[src/rtl/mode_ctl_pkg.sv]
package mode_ctl_pkg;

  typedef enum logic [1:0] {
    CLS_SPEED  = 2'd0,
    CLS_UNUSED = 2'd1,
    CLS_SWRST  = 2'd2,
    CLS_TEST   = 2'd3
  } code_cls_e;

  localparam logic [2:0] SPEED_MAX = 3'd4;
  localparam logic [2:0] SWRST_ARG = 3'd7;

  function automatic code_cls_e classify(input logic [3:0] code);
    if (code[3])                   return CLS_TEST;
    else if (code[2:0] <= SPEED_MAX) return CLS_SPEED;
    else if (code[2:0] == SWRST_ARG) return CLS_SWRST;
    else                           return CLS_UNUSED;
  endfunction

endpackage

[src/rtl/strobe_sync.sv]
module strobe_sync #(
  parameter int W = 4
) (
  input  logic         clk,
  input  logic         rst_n,
  input  logic         strb_n,
  input  logic [W-1:0] din,
  output logic         fall,
  output logic [W-1:0] dout
);
  logic s1_q, s2_q, s3_q;
  logic [W-1:0] d1_q, d2_q;

  always_ff @(posedge clk or negedge rst_n) begin
    if (!rst_n) begin
      s1_q <= 1'b1;
      s2_q <= 1'b1;
      s3_q <= 1'b1;
      d1_q <= '0;
      d2_q <= '0;
    end else begin
      s1_q <= strb_n;
      s2_q <= s1_q;
      s3_q <= s2_q;
      d1_q <= din;
      d2_q <= d1_q;
    end
  end

  assign fall = s3_q & ~s2_q;
  assign dout = d2_q;
endmodule

[src/rtl/code_decoder.sv]
module code_decoder
  import mode_ctl_pkg::*;
#(
  parameter int NCH   = 8,
  parameter int NFAST = 3
) (
  input  logic [3:0]     code,
  output code_cls_e      cls,
  output logic [NCH-1:0] spd_mask,
  output logic [2:0]     tch
);
  logic [2:0] arg;
  assign arg = code[2:0];
  assign cls = classify(code);
  assign tch = arg;

  for (genvar i = 0; i < NCH; i++) begin : g_mask
    if (i >= NFAST) begin : g_slow
      assign spd_mask[i] = 1'b0;
    end else if (i < 2) begin : g_low_pair
      assign spd_mask[i] = arg[2] | arg[i];
    end else begin : g_group
      assign spd_mask[i] = arg[2];
    end
  end
endmodule

[src/rtl/mode_regs.sv]
module mode_regs
  import mode_ctl_pkg::*;
#(
  parameter int NCH         = 8,
  parameter int BLANK_CYCLES = 1
) (
  input  logic           clk,
  input  logic           rst_n,
  input  logic           load,
  input  code_cls_e      cls,
  input  logic [NCH-1:0] spd_mask,
  input  logic [2:0]     tch,
  output logic [NCH-1:0] fast_q,
  output logic           tact_q,
  output logic [2:0]     tch_q,
  output logic           quiet_q,
  output logic           restart_q,
  output logic           settling
);
  localparam int CW = $clog2(BLANK_CYCLES + 1);
  logic [CW-1:0] blank_cnt;

  always_ff @(posedge clk or negedge rst_n) begin
    if (!rst_n) begin
      fast_q    <= '0;
      tact_q    <= 1'b0;
      tch_q     <= '0;
      quiet_q   <= 1'b0;
      restart_q <= 1'b0;
      blank_cnt <= '0;
    end else begin
      restart_q <= 1'b0;
      if (blank_cnt != '0) blank_cnt <= blank_cnt - 1'b1;
      if (load) begin
        blank_cnt <= CW'(BLANK_CYCLES);
        unique case (cls)
          CLS_SPEED: begin
            fast_q  <= spd_mask;
            tact_q  <= 1'b0;
            quiet_q <= 1'b0;
          end
          CLS_UNUSED: tact_q <= 1'b0;
          CLS_SWRST: begin
            fast_q    <= '0;
            tact_q    <= 1'b0;
            tch_q     <= '0;
            quiet_q   <= 1'b1;
            restart_q <= 1'b1;
          end
          CLS_TEST: begin
            tact_q <= 1'b1;
            tch_q  <= tch;
          end
          default: ;
        endcase
      end
    end
  end

  assign settling = (blank_cnt != '0);
endmodule

[src/rtl/test_gate.sv]
module test_gate #(
  parameter int NCH = 8
) (
  input  logic           tact,
  input  logic [2:0]     tch,
  input  logic           settling,
  output logic [NCH-1:0] sel
);
  for (genvar i = 0; i < NCH; i++) begin : g_sel
    assign sel[i] = tact & ~settling & (tch == 3'(i));
  end
endmodule

[src/rtl/mode_ctl_dec.sv]
module mode_ctl_dec
  import mode_ctl_pkg::*;
#(
  parameter int NCH          = 8,
  parameter int NFAST        = 3,
  parameter int BLANK_CYCLES = 1
) (
  input  logic           clk,
  input  logic           rst_n,
  input  logic           ctl_strobe_n,
  input  logic [3:0]     ctl_code,
  output logic [NCH-1:0] chan_fast,
  output logic [NCH-1:0] chan_test,
  output logic           quiescent,
  output logic           restart,
  output logic           settling
);
  logic           fall;
  logic [3:0]     code_s;
  code_cls_e      cls;
  logic [NCH-1:0] spd_mask;
  logic [2:0]     tch, tch_q;
  logic           tact_q;

  strobe_sync #(.W(4)) u_sync (
    .clk(clk), .rst_n(rst_n), .strb_n(ctl_strobe_n), .din(ctl_code),
    .fall(fall), .dout(code_s)
  );

  code_decoder #(.NCH(NCH), .NFAST(NFAST)) u_dec (
    .code(code_s), .cls(cls), .spd_mask(spd_mask), .tch(tch)
  );

  mode_regs #(.NCH(NCH), .BLANK_CYCLES(BLANK_CYCLES)) u_regs (
    .clk(clk), .rst_n(rst_n), .load(fall), .cls(cls), .spd_mask(spd_mask),
    .tch(tch), .fast_q(chan_fast), .tact_q(tact_q), .tch_q(tch_q),
    .quiet_q(quiescent), .restart_q(restart), .settling(settling)
  );

  test_gate #(.NCH(NCH)) u_gate (
    .tact(tact_q), .tch(tch_q), .settling(settling), .sel(chan_test)
  );
endmodule

[config.mk]
export PLATFORM = sky130hd
export DESIGN_NAME = mode_ctl_dec
export DESIGN_NICKNAME = d
export VERILOG_FILES = /design/src/rtl/mode_ctl_pkg.sv /design/src/rtl/strobe_sync.sv /design/src/rtl/code_decoder.sv /design/src/rtl/mode_regs.sv /design/src/rtl/test_gate.sv /design/src/rtl/mode_ctl_dec.sv
export SDC_FILE = /design/constraint.sdc
export NUM_CORES = 1
export LEC_CHECK = 0
export BUFFER_PORTS_ARGS = -buffer_cell sky130_fd_sc_hd__buf_4
export CORE_UTILIZATION = 44
export CTS_CLUSTER_SIZE = 20
export DETAILED_ROUTE_END_ITERATION = 8
export HOLD_SLACK_MARGIN = 0.05
export PLACE_DENSITY = 0.7
export SLEW_MARGIN = 20
export SYNTH_ARGS = -nofsm -noshare
export SYNTH_HDL_FRONTEND = slang
export SYNTH_SLANG_ARGS = --single-unit
[constraint.sdc]
create_clock -name clk -period 1.29 [get_ports clk]
set_clock_uncertainty 0.05 [all_clocks]
set_input_delay 0.258 -clock clk [delete_from_list [all_inputs] [get_ports clk]]
set_output_delay 0.258 -clock clk [all_outputs]
set_load 0.05 [all_outputs]
# Word-level counts from Yosys, hierarchy flattened
# Index checks and enable logic that the tools add are counted.
# Widths: inputs -> output; s select.
# totals
register_bits	26
in_bits	7
output_inout_bits	19
word_cells	56
# classes
n_addsub	1
order_cmp	1
n_eq_ne	11
muxes	11
bitwise	14
n_reduce_logical	7
# op_table
op	n
$pmux 8 s2	1
$eq 3x3->1 const B	5
$and 1x1->1	10
$eq 3x2->1 const B	2
$mux 2	3
$pmux 3 s2	1
$eq 2x2->1 const B	2
$mux 1	4
$pmux 1 s2	2
$reduce_and 2->1	2
$reduce_bool 2->1	2
$eq 3x1->1 const B	1
$le 3x3->1 const B	1
$logic_not 3->1	1
$reduce_or 3->1	1
$eq 2x1->1 const B	1
$logic_not 2->1	1
$not 1->1	2
$or 1x1->1	2
$sub 1x1->1 const B	1

# Longest topological paths before layout
# depth
word_depth	7
depth_mapped	4
mapped_depth_nobuf	4

# Cells and area by module
# Synthesis repeated with hierarchy kept, for this count alone.
# hier_totals
hier_cells	89
hier_area_um2	1147.4
# modules_own_cells
mod	n_inst	cells_per_inst	area_per_inst_um2	seq_area_each_um2
mode_regs	1	49	673.1	375.4
strobe_sync	1	12	292.8	279.0
code_decoder	1	15	108.9	0.0
test_gate	1	13	72.6	0.0

# Worst setup path after synthesis
# Ideal clock, no wire load.
# synth_timing
path_kind	register to output
from	register u_regs.blank_cnt (netlist: u_regs.settling)
to	output chan_test[0]
arrival_time_ps	2175
required_time_ps	982
path_slack_ps	-1193
path_stages_with_launch	3
n_path_buf	0
path_cell_list	dfrtp_1 > or3b_2 > nor3_1
# synth_between
elab_chain_len	3
# synth_lines
item	line	text
from (decl)	mode_regs.sv:21	logic [CW-1:0] blank_cnt;
from (signal assigned)	mode_regs.sv:33	if (blank_cnt != '0) blank_cnt <= blank_cnt - 1'b1;
from (signal assigned)	mode_regs.sv:35	blank_cnt <= CW'(BLANK_CYCLES);
$not 1->1	test_gate.sv:10	assign sel[i] = tact & ~settling & (tch == 3'(i));
$and 1x1->1 (2 in series)	test_gate.sv:10	
to (decl)	mode_ctl_dec.sv:13	output logic [NCH-1:0] chan_test,
# No other way between the ends.

# Worst setup path in the final report
# Ends and elaborated chain as after synthesis.

==> flow_summary.yaml <==
status:
  status: "finished, violations left"
  violations: "negative setup slack"
layout:
  synthToLayoutAreaGrowth_pct: 49.10
  final_core_util_pct: 73.68
  fin_nets: 128
  instances_no_fill: 145
  diodes: 0
  drive_gt1_share_pct: 47.50
  nFillCells: 134
clocking:
  clock_latency_ns: 0.30
  numCtsBuffers: 3
  clkSinkCount: 21
  cts_max_level: 1
  root_buffer: "clkbuf_4"
  cts_tree: "done"
  path_clk_slew_ns: 0.12
  clock_path_buffers: 2
sta:
  drv_slew: 0
  fmax_mhz: 559.4
  finalCritPeriodShare_pct: 138.6
  finalSetupViolations: 14
  fin_crit_ns: 1.788
  hold_violations: 0
  rsz0062_at_grt: "yes"
  setup_ws_ns: -0.4976
yosys:
  ys_dominant_reg_cell: "dfrtp_1"
  synthCells: 83
  synthArstFlopShare_pct: 100.0
  syn_avg_cell_area_um2: 10.84
  synth-compound-area-share_pct: 12.52
  yosysMostFrequentCell: "dfrtp_1"
  synth_top_family_by_area: "simple AND/OR/NAND/NOR gates"
  synthMuxAreaShare_pct: 0
  ys_top_cells_by_area: "dfrtp_1 (50%), dfstp_2 (8.8%), buf_4 (5.0%), nand2_1 (3.8%), nor2_1 (2.9%)"
  ys_seq_area_share_pct: 58.83
  synth_area_um2: 899.6
  yosys.area_share.simple_pct: 19.75
  ys_warn_count: 0
  synth_common_cells: "dfrtp_1 (18), nand2_1 (9), nor2_1 (7)"
  synth_seq_cells: 21
  ys_types: 29
  synth_top_cell_by_area: "dfrtp_1"
  synth_xor_area_share_pct: 0
  synthAdderAreaFrac_pct: 0
  synth_edf_count: 0
  yosysTopAreaCellShare_pct: 50.07
grt:
  grt_use_met1_pct: 19.60
  grt_pass1_wl_um: 2684
  gr-usage-met3_pct: 3.846
  met2_usage_pct: 33.33
  overflow: 0
  grt_pass1_vias: 647
  top_usage_layer: "met2"
  antenna_found_initial: 0
  grt_start_max_net_pins: 22
  track_usage_pct: 18.09
job:
  cap_violations: 0
routing:
  wl_per_cell_um: 12.29
  drc: 0
  ant_nets: 0
  vias: 739
  routed_wl_um: 1782
  dr.pass1.iters: 4
  drtIter0Drc: 3
  viasPerCell: 5.097
worst_setup_path:
  path_max_fanout: 4
  endpoint_kind: "output pin"
  critPathKind: "reg2out"
  start_kind: "flip-flop"
  worstPathRequired_ns: 0.98
  cp.arrival_ns: 1.48
  reg2reg_slack_ns: -0.15
  r2r_cells: 3
power_and_ir_drop:
  vdd_drop_max_uv: 908.4
  cellPowerDensity_mw_per_mm2: 1216
  leakage_uw: 0.0006110
place:
  hpwl_um: 1203
  placed_cells: 133
  place_congestion: 0.7483
  io_buffers: 20
die:
  die_x_um: 47.22
  start_util_pct: 49.42
  row_count: 15
  die_h_um: 47.22
  core_area_mm2: 0.001821
  dieArea_mm2: 0.002229
  num_io_pins: 26
worst_hold_path:
  hp-class: "in2async"
[cells in the final DEF (no fill, tap or decap), types with 2 or more instances in the layout]
cell type and instances:
buf_4 20, dfrtp_1 17, nand2_1 9, buf_6 9, dlygate4sd3_1 6, conb_1 5
nor2_4 4, nor2_1 4, nand2b_1 3, nand3b_1 3, o21ai_0 3, clkbuf_4 3
buf_8 3, dfstp_2 3, or3b_4 2, nor3_2 2, inv_1 2, o21ai_2 2
a31oi_1 2, o211ai_1 2, a22o_1 2
[where the power goes]
| group | leakage (uW) | total, uW | internal, uW | switching [uW] |
|---|---|---|---|---|
| clock network | 0.0000177 | 312 | 116 | 196 |
| registers | 0.000240 | 791 | 726 | 65.0 |
| logic | 0.000354 | 528 | 208 | 321 |
[critical path, stage by stage, from the launching register on]
cell and delay (ns):
dfrtp_2 0.42, or3b_4 0.44, nor3_4 0.14, buf_6 0.18
[sequential cells by signal, indices dropped and copies added, names as in the netlist]
register	cells
u_regs.quiet_q	1
u_regs.tch_q	3
u_sync.s3_q	1
u_regs.fast_q	3
u_sync.s1_q	1
u_sync.dout	4
u_sync.s2_q	1
u_regs.tact_q	1
u_sync.d1_q	4
u_regs.settling	1
u_regs.restart_q	1
[worst paths after layout]
kind | from | end
setup / recovery | u_regs.settling$_DFF_PN0_ | chan_test[0]
hold / removal | rst_n | u_regs.quiet_q$_DFFE_PN0P_
setup reg to reg | u_sync.s3_q$_DFF_PN1_ | u_regs.fast_q[2]$_DFFE_PN0P_
hold reg to reg | u_sync.d1_q[0]$_DFF_PN0_ | u_sync.dout[0]$_DFF_PN0_
max in group asynchronous | rst_n | u_sync.s3_q$_DFF_PN1_
min in group clk | u_sync.d1_q[0]$_DFF_PN0_ | u_sync.dout[0]$_DFF_PN0_
[repair_timing]
action | 4_1_cts | 5_1_grt
pin swaps | 8 | 6
setup buffers | 2 | 0
endpoints found under the setup margin | 15 | 15
hold buffers | 6 | 0
gates resized for setup | 11 | 10
hold endpoints to repair | 26 | 0
[through the flow]
stage                     cell area [um^2]  setup TNS, ns  power, uW  setup slack, ns  hold slack (ns)
after floorplan                      964.7         -3.208       1124          -0.4657         -0.08759
after global placement                1156         -1.140       1261          -0.2084          0.09864
after detailed placement              1156         -1.447       1277          -0.2280           0.1032
after CTS                             1299         -4.291       1626          -0.5405           0.2972
after global routing                  1341         -4.935       1710          -0.5705           0.3083
final                                 1341         -4.092       1631          -0.4976           0.3068
[cell type report]
cell class | instances | area [um^2] | share of cell area [%]
well taps | 25 | 31.28 | 2.332
multi-input cells | 54 | 384.1 | 28.64
clock inverters | 1 | 5.005 | 0.3731
inverters | 3 | 11.26 | 0.8395
repair buffers | 38 | 356.6 | 26.59
flip-flops and latches | 21 | 530.5 | 39.55
clock buffers | 3 | 22.52 | 1.679
[routing by layer]
| metal | vias up | wire length [um] |
|---|---|---|
| li1 | 351 | - |
| met5 | - | 0 |
| met2 | 23 | 978 |
| met1 | 363 | 735 |
| met3 | 2 | 56 |
| met4 | 0 | 12 |
[logic make-up after synthesis]
kind of cell / after synthesis
flops: 21
buf+inv: 12
other cells: 1
compound gates: 16
simple gates: 33
Power figures use the tool's default switching activity.
